[config.mk]
export PLATFORM = sky130hd
export DESIGN_NAME = vfir_top
export DESIGN_NICKNAME = d
export VERILOG_FILES = /design/src/rtl/vfir_pkg.sv /design/src/rtl/vfir_linebuf.sv /design/src/rtl/vfir_col_filter.sv /design/src/rtl/vfir_ctrl.sv /design/src/rtl/vfir_top.sv
export SDC_FILE = /design/constraint.sdc
export NUM_CORES = 2
export LEC_CHECK = 0
export CELL_PAD_IN_SITES_DETAIL_PLACEMENT = 1
export CELL_PAD_IN_SITES_GLOBAL_PLACEMENT = 2
export CORE_ASPECT_RATIO = 0.5
export CORE_MARGIN = 3
export CORE_UTILIZATION = 40
export DETAILED_ROUTE_END_ITERATION = 8
export PLACE_DENSITY_LB_ADDON = 0.1
export SLEW_MARGIN = 20
export SYNTH_ARGS = -nofsm -noshare
export SYNTH_HDL_FRONTEND = slang
export SYNTH_SLANG_ARGS = --single-unit
[constraint.sdc]
create_clock -name clk -period 7.5 [get_ports clk]
set_input_delay 1.5 -clock clk [delete_from_list [all_inputs] [get_ports clk]]
set_output_delay 1.5 -clock clk [all_outputs]
set_load 0.05 [all_outputs]
[src/rtl/vfir_pkg.sv]
package vfir_pkg;
  localparam int PIX_W  = 8;
  localparam int ACC_W  = 16;
  localparam int HIST   = 5;
  localparam int K_MID  = 20;
  localparam int K_NEAR = 5;
  localparam int RND    = 16;
  localparam int SHIFT  = 5;
  localparam int PIX_MAX = (1 << PIX_W) - 1;

  // Signed six-tap column sum; a is the oldest sample.
  function automatic logic signed [ACC_W-1:0] tap_sum(
    input logic [PIX_W-1:0] a, input logic [PIX_W-1:0] b,
    input logic [PIX_W-1:0] c, input logic [PIX_W-1:0] d,
    input logic [PIX_W-1:0] e, input logic [PIX_W-1:0] f);
    int t;
    t = int'(a) + int'(f) + K_MID * (int'(c) + int'(d)) - K_NEAR * (int'(b) + int'(e));
    return t[ACC_W-1:0];
  endfunction

  // Round, arithmetic shift and clamp to the pixel range.
  function automatic logic [PIX_W-1:0] round_clip(input logic signed [ACC_W-1:0] s);
    logic signed [ACC_W-1:0] r;
    r = (s + ACC_W'(RND)) >>> SHIFT;
    if (r < 0)
      return '0;
    else if (r > ACC_W'(PIX_MAX))
      return PIX_W'(PIX_MAX);
    else
      return r[PIX_W-1:0];
  endfunction

  function automatic int cols_of(input logic [1:0] wcode);
    case (wcode)
      2'd0:    return 4;
      2'd1:    return 8;
      default: return 16;
    endcase
  endfunction

  function automatic int rows_of(input logic [1:0] hcode, input logic [1:0] wcode);
    case (hcode)
      2'd0:    return 4;
      2'd1:    return 8;
      default: return (wcode == 2'd0) ? 8 : 16;
    endcase
  endfunction
endpackage

[src/rtl/vfir_linebuf.sv]
module vfir_linebuf #(
  parameter int COLS = 16,
  parameter int DEPTH = vfir_pkg::HIST,
  parameter int PW = vfir_pkg::PIX_W
) (
  input  logic                       clk,
  input  logic                       rst_n,
  input  logic                       shift_en,
  input  logic [COLS*PW-1:0]         row_in,
  output logic [DEPTH*COLS*PW-1:0]   win_flat
);
  localparam int ROW_W = COLS * PW;

  logic [ROW_W-1:0] stage [DEPTH];

  // stage[0] is the oldest row, stage[DEPTH-1] the newest.
  for (genvar j = 0; j < DEPTH; j++) begin : g_stage
    if (j == DEPTH - 1) begin : g_tail
      always_ff @(posedge clk or negedge rst_n) begin
        if (!rst_n)        stage[j] <= '0;
        else if (shift_en) stage[j] <= row_in;
      end
    end else begin : g_body
      always_ff @(posedge clk or negedge rst_n) begin
        if (!rst_n)        stage[j] <= '0;
        else if (shift_en) stage[j] <= stage[j+1];
      end
    end
    assign win_flat[j*ROW_W +: ROW_W] = stage[j];
  end
endmodule

[src/rtl/vfir_col_filter.sv]
module vfir_col_filter
  import vfir_pkg::*;
(
  input  logic             col_en,
  input  logic [PIX_W-1:0] ta,
  input  logic [PIX_W-1:0] tb,
  input  logic [PIX_W-1:0] tc,
  input  logic [PIX_W-1:0] td,
  input  logic [PIX_W-1:0] te,
  input  logic [PIX_W-1:0] tf,
  output logic [PIX_W-1:0] pix
);
  logic signed [ACC_W-1:0] acc;
  logic [PIX_W-1:0]        clipped;

  assign acc     = tap_sum(ta, tb, tc, td, te, tf);
  assign clipped = round_clip(acc);
  assign pix     = col_en ? clipped : '0;

  // saturation at both ends of the range
  always_comb begin
    if (acc < 0)
      p_neg_floor_r3: assert (clipped == '0);
    if (acc > ACC_W'(PIX_MAX * 32 + 15))
      p_pos_ceil_r3: assert (clipped == PIX_W'(PIX_MAX));
  end
endmodule

[src/rtl/vfir_ctrl.sv]
module vfir_ctrl
  import vfir_pkg::*;
#(
  parameter int MAX_COLS = 16,
  parameter int MAX_ROWS = 16,
  localparam int CNT_W = $clog2(MAX_ROWS + HIST + 1),
  localparam int CW = $clog2(MAX_COLS + 1)
) (
  input  logic          clk,
  input  logic          rst_n,
  input  logic          in_fire,
  input  logic [1:0]    cfg_width,
  input  logic [1:0]    cfg_height,
  output logic          emit,
  output logic          first_out,
  output logic          last_in,
  output logic [CW-1:0] act_cols
);
  logic [CNT_W-1:0] cnt_q;
  logic [CNT_W-1:0] total_q;
  logic             block_start;

  assign block_start = in_fire && (cnt_q == '0);
  assign emit        = cnt_q >= CNT_W'(HIST);
  assign first_out   = cnt_q == CNT_W'(HIST);
  assign last_in     = (cnt_q != '0) && (cnt_q == total_q - 1'b1);

  always_ff @(posedge clk or negedge rst_n) begin
    if (!rst_n) begin
      cnt_q    <= '0;
      total_q  <= CNT_W'(4 + HIST);
      act_cols <= CW'(4);
    end else begin
      if (block_start) begin
        total_q  <= CNT_W'(rows_of(cfg_height, cfg_width) + HIST);
        act_cols <= CW'(cols_of(cfg_width));
      end
      if (in_fire)
        cnt_q <= last_in ? '0 : cnt_q + 1'b1;
    end
  end

  // the row counter never passes the block's input length
  p_cnt_bound_r2: assert property (@(posedge clk) disable iff (!rst_n)
    (cnt_q != '0) |-> (cnt_q < total_q));
  // the block returns to idle after its last input row
  p_wrap_r2: assert property (@(posedge clk) disable iff (!rst_n)
    (in_fire && last_in) |=> (cnt_q == '0));
endmodule

[src/rtl/vfir_top.sv]
module vfir_top
  import vfir_pkg::*;
#(
  parameter int MAX_COLS = 16,
  parameter int MAX_ROWS = 16,
  localparam int ROW_W = MAX_COLS * PIX_W,
  localparam int CW = $clog2(MAX_COLS + 1)
) (
  input  logic             clk,
  input  logic             rst_n,
  input  logic [1:0]       cfg_width,
  input  logic [1:0]       cfg_height,
  input  logic             in_valid,
  output logic             in_ready,
  input  logic [ROW_W-1:0] in_row,
  output logic             out_valid,
  input  logic             out_ready,
  output logic [ROW_W-1:0] out_row,
  output logic             out_sof,
  output logic             out_eof,
  output logic             done
);
  logic                         in_fire;
  logic                         out_fire;
  logic                         emit, first_out, last_in;
  logic [CW-1:0]                act_cols;
  logic [HIST*ROW_W-1:0]        win_flat;
  logic [ROW_W-1:0]             filt_row;
  logic [MAX_COLS-1:0]          col_en;

  assign in_ready = !out_valid || out_ready;
  assign in_fire  = in_valid && in_ready;
  assign out_fire = out_valid && out_ready;

  vfir_ctrl #(.MAX_COLS(MAX_COLS), .MAX_ROWS(MAX_ROWS)) u_ctrl (
    .clk(clk), .rst_n(rst_n), .in_fire(in_fire),
    .cfg_width(cfg_width), .cfg_height(cfg_height),
    .emit(emit), .first_out(first_out), .last_in(last_in), .act_cols(act_cols)
  );

  vfir_linebuf #(.COLS(MAX_COLS), .DEPTH(HIST), .PW(PIX_W)) u_lbuf (
    .clk(clk), .rst_n(rst_n), .shift_en(in_fire), .row_in(in_row), .win_flat(win_flat)
  );

  for (genvar c = 0; c < MAX_COLS; c++) begin : g_col
    assign col_en[c] = CW'(c) < act_cols;
    vfir_col_filter u_flt (
      .col_en(col_en[c]),
      .ta(win_flat[(0*MAX_COLS + c)*PIX_W +: PIX_W]),
      .tb(win_flat[(1*MAX_COLS + c)*PIX_W +: PIX_W]),
      .tc(win_flat[(2*MAX_COLS + c)*PIX_W +: PIX_W]),
      .td(win_flat[(3*MAX_COLS + c)*PIX_W +: PIX_W]),
      .te(win_flat[(4*MAX_COLS + c)*PIX_W +: PIX_W]),
      .tf(in_row[c*PIX_W +: PIX_W]),
      .pix(filt_row[c*PIX_W +: PIX_W])
    );
  end

  always_ff @(posedge clk or negedge rst_n) begin
    if (!rst_n) begin
      out_valid <= 1'b0;
      out_row   <= '0;
      out_sof   <= 1'b0;
      out_eof   <= 1'b0;
      done      <= 1'b0;
    end else begin
      done <= out_fire && out_eof;
      if (in_fire && emit) begin
        out_valid <= 1'b1;
        out_row   <= filt_row;
        out_sof   <= first_out;
        out_eof   <= last_in;
      end else if (out_ready) begin
        out_valid <= 1'b0;
      end
    end
  end

  // a stalled row is held unchanged
  p_hold_r7: assert property (@(posedge clk) disable iff (!rst_n)
    (out_valid && !out_ready) |=> (out_valid && $stable(out_row) && $stable(out_eof)));
  // no input is taken while the output is stalled
  p_stall_r7: assert property (@(posedge clk) disable iff (!rst_n)
    (out_valid && !out_ready) |-> !in_ready);
  // completion pulse follows the end-of-block handshake
  p_done_r8: assert property (@(posedge clk) disable iff (!rst_n)
    (out_fire && out_eof) |=> done);
  p_done_once_r8: assert property (@(posedge clk) disable iff (!rst_n)
    done |=> !done);
  // a block has at least four rows, so the markers never coincide
  p_markers_r6: assert property (@(posedge clk) disable iff (!rst_n)
    out_valid |-> !(out_sof && out_eof));
  // narrow blocks leave the upper columns at zero
  p_mask_r4: assert property (@(posedge clk) disable iff (!rst_n)
    (out_valid && act_cols == CW'(4)) |-> (out_row[ROW_W-1:4*PIX_W] == '0));
  // one register between a completing input row and its output
  p_latency_r11: assert property (@(posedge clk) disable iff (!rst_n)
    (in_fire && emit) |=> out_valid);
endmodule

# After elaboration in Yosys (flattened, before gate mapping)
# Cells that the tools add are included.
# W data, S select, Z words.
[word_totals]
elab_cells = 265
register_bits = 787
inputBits = 136
romBits = 0
mem_bits_rw = 0
memories = 0
latchBits = 0
[op_classes]
n_mul = 32
muxes = 55
n_bitwise = 0
n_shift = 0
n_lt_le_gt_ge = 49
n_div = 0
addsub = 99
eq_ne = 4
reduce_logical = 13
[op_table]
columns = ["op", "count"]
rows = [
  ["$mul A4 B32 Y14 const A", 16],
  ["$mul A4 B32 Y16 const A", 16],
  ["$add A8 B8 Y9", 48],
  ["$mux W8", 48],
  ["$add A16 B16 Y16", 16],
  ["$add A16 B6 Y16 const B", 16],
  ["$sub A16 B16 Y16", 16],
  ["$gt A11 B9 Y1 const B", 16],
  ["$lt A11 B1 Y1 const B", 16],
  ["$lt A4 B5 Y1 const A", 8],
  ["$lt A3 B5 Y1 const A", 4],
  ["$pmux W5 S2", 2],
  ["$mux W5", 3],
  ["$lt A1 B5 Y1 const A", 2],
  ["$lt A2 B5 Y1 const A", 2],
  ["$logic_and A1 B1 Y1", 6],
  ["$add A5 B1 Y5 const B", 1],
  ["$add A5 B4 Y5 const B", 1],
  ["$eq A5 B3 Y1 const B", 1],
  ["$eq A5 B5 Y1", 1],
  ["$ge A5 B3 Y1 const B", 1],
  ["$logic_not A5 Y1", 1],
  ["$reduce_bool A5 Y1", 1],
  ["$sub A5 B1 Y5 const B", 1],
  ["6 further kinds", 9],
]

# Longest topological paths before layout
[logic_depth]
ltp_word = 9
ltp_mapped = 28
ltp_nobuf = 28

# Cells and area by module
# Synthesis repeated with hierarchy kept, for this count alone.
[unflattened]
cells_unflattened = 5942
hier_area_um2 = 70331.2
[by_module_without_submodules]
columns = ["module", "seq_area_each_um2", "cells_each", "area_each_um2", "n_inst"]
rows = [
  ["vfir_col_filter at g_col[0].u_flt ...", 0.0, 263, 2324.7, 13],
  ["vfir_linebuf", 16015.4, 1351, 26837.0, 1],
  ["vfir_top", 3303.2, 309, 5596.6, 1],
  ["vfir_col_filter at g_col[8].u_flt ...", 0.0, 268, 2323.5, 2],
  ["vfir_col_filter at g_col[4].u_flt", 0.0, 260, 2309.7, 1],
  ["vfir_ctrl", 277.8, 67, 719.4, 1],
]

# Worst setup path before layout
# No wires, ideal clock.
[synth_timing]
kind = "input -> register"
start = "input in_row[120]"
end = "register out_row[126]"
path_buffers = 0
path_slack_ps = 1291
path_stages = 23
arrival_time_ps = 6105
path_cell_list = "ha_1 > fa_1 > a21oi_1 > nor2_1 > nor2_1 > o21bai_1 > a21oi_1 > nor2b_1 > o21ai_0 > nand2b_1 > ha_1 > fa_1 > inv_1 > fa_1 > inv_1 > ha_1 > a21o_1 > a21o_1 > o41a_1 > o21ai_2 > a211oi_1 > a311o_1 > o311ai_1"
[synth_between]
elab_chain_cells = 8
[synth_lines]
columns = ["element", "line_no", "source"]
rows = [
  ["start: declaration", "vfir_top.sv:15", "input logic [ROW_W-1:0] in_row,"],
  ["$add A8 B8 Y9 (*)", "vfir_pkg.sv:17", "t = int'(a) + int'(f) + K_MID * (int'(c) + int'(d)) - K_NEAR * (int'(b) + int'(e));"],
  ["$add A16 B16 Y16 (*)", "vfir_pkg.sv:17", ""],
  ["$sub A16 B16 Y16 (*)", "vfir_pkg.sv:17", ""],
  ["$add A16 B6 Y16 (*)", "vfir_pkg.sv:24", "r = (s + ACC_W'(RND)) >>> SHIFT;"],
  ["$gt A11 B9 Y1", "vfir_pkg.sv:27", "else if (r > ACC_W'(PIX_MAX))"],
  ["$mux W8", "vfir_pkg.sv:27", ""],
  ["$mux W8 (*)", "vfir_pkg.sv:25", "if (r < 0)"],
  ["$mux W8 (*)", "vfir_col_filter.sv:18", "assign pix = col_en ? clipped : '0;"],
  ["end signal: assignment", "vfir_top.sv:70", "out_row <= filt_row;"],
  ["end: declaration", "vfir_top.sv:18", "output logic [ROW_W-1:0] out_row,"],
]
# Every way passes the cells marked *; elsewhere a longest branch is shown, timed or not.
# A chain may end at the register's enable or synchronous reset.

# Worst setup path in the final report
[layout_timing]
start = "register u_lbuf.stage (netlist bit u_lbuf.win_flat[464])"
end = "register out_row[82]"
[layout_between]
elab_chain_cells = 9
[layout_lines]
columns = ["element", "line_no", "source"]
rows = [
  ["start: declaration", "vfir_linebuf.sv:14", "logic [ROW_W-1:0] stage [DEPTH];"],
  ["start signal: indexed assignment", "vfir_linebuf.sv:26", "else if (shift_en) stage[j] <= stage[j+1];"],
  ["$add A8 B8 Y9 (*)", "vfir_pkg.sv:17", ""],
  ["$mul A4 B32 Y14 (*)", "vfir_pkg.sv:17", ""],
  ["$add A16 B16 Y16 (*)", "vfir_pkg.sv:17", ""],
  ["$sub A16 B16 Y16 (*)", "vfir_pkg.sv:17", ""],
  ["$add A16 B6 Y16 (*)", "vfir_pkg.sv:24", ""],
  ["$gt A11 B9 Y1", "vfir_pkg.sv:27", ""],
  ["$mux W8", "vfir_pkg.sv:27", ""],
  ["$mux W8 (*)", "vfir_pkg.sv:25", ""],
  ["$mux W8 (*)", "vfir_col_filter.sv:18", ""],
]
# Marked as above.

==> results.ini <==
[detailed_routing]
vias_per_cell = 4.945
detail-route-antenna-nets = 0
drtPass1Iterations = 5
routed_wirelength_microns = 167000
via_count = 51290
iter_0_drt_violations = 1787
routedWlPerCell_microns = 16.10
drt_drc_violations_left = 0

[cts]
tritoncts = done
clock_tree.root_cell = clkbuf_16
numClockSinks = 783
insertion_delay_ps = 680
post_cts.repair.setup_buffers = 0
cts-root-to-sink-buffers = 3
cts-buffers-inserted = 86
cts.htree.levels = 3
hold_buffers = 0
cts_repair_resize_count = 0
clkTransAtPathRegs_ps = 60

[critical_path]
critical_path_required_ps = 8090
crit_buf_inv = 3
critPathSlowestCell = a31oi_1
critPathTopFamily = adder cells
most_repeated_library_cell_on_the_critical_path = ha_1
worst-path-max-fanout = 7
startpoint_type = flop
criticalPathCategory = reg -> reg
arrival_ps = 7300
end_kind = flop
critical_path.max_stage_delay_ps = 550

[yosys]
syn_avg_cell_area_sq_um = 8.739
ys_warn_count = 0
ys_types = 83
syn-instance-count = 7810
asyncSetResetFlopFracSynth = 1.000
synth_seq_cells = 783
synth-edff-count = 0
netlist_area_sq_um = 68250
predominant_post_synthesis_flop_cell = dfrtp_1
syn-num-nets = 9517
synth_sequential_area_ratio = 0.2871

[timing]
final.setup_skew_ps = 25.60
slew_violations = 0
max-slew-margin-rel = 0.3515
fmax_ghz = 0.1489
rsz_0062_raised_after_global_routing = false
report.final.hold_viol_count = 0
min_clock_period_post_route_ps = 6716
slew_at_the_pin_with_the_worst_max_slew_slack_ps = 972.8
setup_viol_count_final = 0
setup_tns_ps = 0
final_period_util = 0.8954

[layout]
area_delta_synth_final_pct = 12.18
post_route_cells_drive_above_1_share = 0.03037
nNetsFinal = 9736

[die]
die_w_microns = 590.2
core_region_sq_um = 168300
die_area_sq_um = 175900
start_util = 0.4055
die-height_microns = 298.1
pin_count = 269
floorplan.rows = 106

[job]
timing.max_cap.violations = 0

[place]
io_buffer_count = 268
place_congestion = 0.7647
dpl.hpwl_microns = 130100

[min_path]
holdCritPathClass = reg -> reg

[global_route]
initial_antenna_violation_count = 7
grt_max_degree = 178
groute.usage.overall = 0.1945
via_count_of_the_first_global_routing_pass = 55850
grt_pass1_wl_microns = 285000
gr-total-overflow = 0

[outcome]
result_of_the_run = complete, no violations

cell usage after synthesis (65+ instances only):
| cell | count | share of area |
|---|---|---|
| o21bai_1 | 183 | 0.020 |
| fa_1 | 288 | 0.084 |
| a22oi_1 | 65 | 0.0071 |
| dfrtp_1 | 781 | 0.29 |
| a21oi_1 | 389 | 0.029 |
| inv_1 | 1036 | 0.057 |
| o21ai_0 | 145 | 0.011 |
| nor2_1 | 238 | 0.013 |
| ha_1 | 1283 | 0.24 |
| xor2_1 | 112 | 0.014 |
| clkbuf_1 | 147 | 0.0081 |
| a21o_1 | 104 | 0.011 |
| xnor2_1 | 352 | 0.045 |
| nand2_1 | 2123 | 0.12 |
metal layers:
layer	global-route usage	wire, microns	vias to the layer above
li1	-	-	25860
met1	0.2535	79020	25020
met2	0.3450	81400	252
met3	0.02390	3430	163
met4	0.03931	3132	2
met5	0	13	-
sequential cells by signal, indices dropped and copies added (netlist names):
| name | count |
|---|---|
| u_ctrl.cnt_q | 5 |
| done | 1 |
| out_valid | 1 |
| u_ctrl.total_q | 3 |
| u_ctrl.act_cols | 3 |
| out_row | 128 |
| out_sof | 1 |
| u_lbuf.win_flat | 640 |
| out_eof | 1 |
worst register-to-register path: stages (launching register included):
cell and delay (ps):
dfrtp_1 410, ha_1 240, fa_1 420, a21oi_1 180, nor2_1 100, nor2_1 120, xnor2_1 170, ha_1 310
ha_1 300, a21o_1 180, a21oi_1 250, xnor2_1 170, ha_1 250, ha_1 270, inv_1 50, fa_1 520
inv_1 50, fa_1 530, inv_1 40, ha_1 330, and3_1 200, and2_1 140, a221o_1 300, a21oi_1 200
nor3_1 70, a31oi_1 550, nor2_1 110, o21ai_0 170
worst paths after layout:
path,slack (ps),end,cells past startpoint,from
hold reg to reg,470,u_ctrl.total_q[3],2,u_ctrl.total_q[3]
min in group asynchronous,850,out_row[118],1,rst_n
hold / removal,470,u_ctrl.total_q[3],2,u_ctrl.total_q[3]
setup reg to reg,780,out_row[82],27,u_lbuf.win_flat[464]
max in group asynchronous,5210,out_row[96],2,rst_n
setup / recovery,780,out_row[82],27,u_lbuf.win_flat[464]
per-stage QoR:
step / std cells / setup slack, ps / cell area (sq um) / utilization / hold WS (ps)
floorplan: 7810 / 1291 / 68250 / - / 447.8
global placement: 10210 / 421.9 / 73500 / 0.4367 / 458.6
detailed placement: 10210 / 284.5 / 73500 / 0.4367 / 468.6
CTS: 10370 / 732.2 / 76550 / 0.4549 / 479.1
global route: 10370 / 242.7 / 76560 / 0.4549 / 493.1
finish: 10370 / 784.5 / 76560 / 0.4549 / 472.2
layout by cell type, fill, tap and decap left out, types with 9 or more instances in the layout:
cell / instances
clkbuf_8: 17
a211oi_1: 24
nor3_1: 36
bufinv_16: 11
clkbuf_1: 12
o211ai_1: 27
o21a_1: 37
ha_1: 1283
clkinvlp_4: 10
buf_12: 10
a221o_1: 22
clkdlybuf4s50_1: 267
and3_1: 10
o21bai_1: 183
fa_1: 288
nand2b_1: 56
or3_1: 15
or2_2: 15
nand4_1: 22
nand2_1: 2122
a22oi_1: 65
clkbuf_16: 87
dfrtp_1: 781
xnor2_1: 352
clkinv_2: 13
a21o_1: 104
inv_1: 1036
xor2_1: 112
a31oi_1: 17
a21oi_1: 389
nand3_1: 47
o21ai_0: 145
buf_4: 15
nor2_1: 237
nor2b_1: 51
o21ai_1: 15
nand3b_1: 9
cell type report:
cell class	instances	area, sq um
clock buffers	116	2456
clock inverters	44	595.6
flip-flops and latches	783	19600
repair buffers	293	3000
well taps	2268	2838
multi-input cells	5827	44170
fillers	19570	91740
diodes	4	10.01
inverters	1038	3896
logic make-up (layout without fill, tap and decap cells):
family                     count (synthesis)  count (layout)  share of synthesized area
and+or+nand+nor                         2648            2648                     0.1554
adders and majority gates               1571            1571                     0.3197
buffers and inverters                   1200            1491                    0.06603
AOI/OAI and AO/OA                       1141            1141                     0.1116
DFF                                      783             783                     0.2871
xor gates and xnor gates                 464             464                    0.05954
muxes                                      3               3                  0.0006966
other                                      0               4                          0
Power is left out: the tool's default activity adds up to more than one toggle a clock period on the data nets, which glitch-free logic cannot reach.
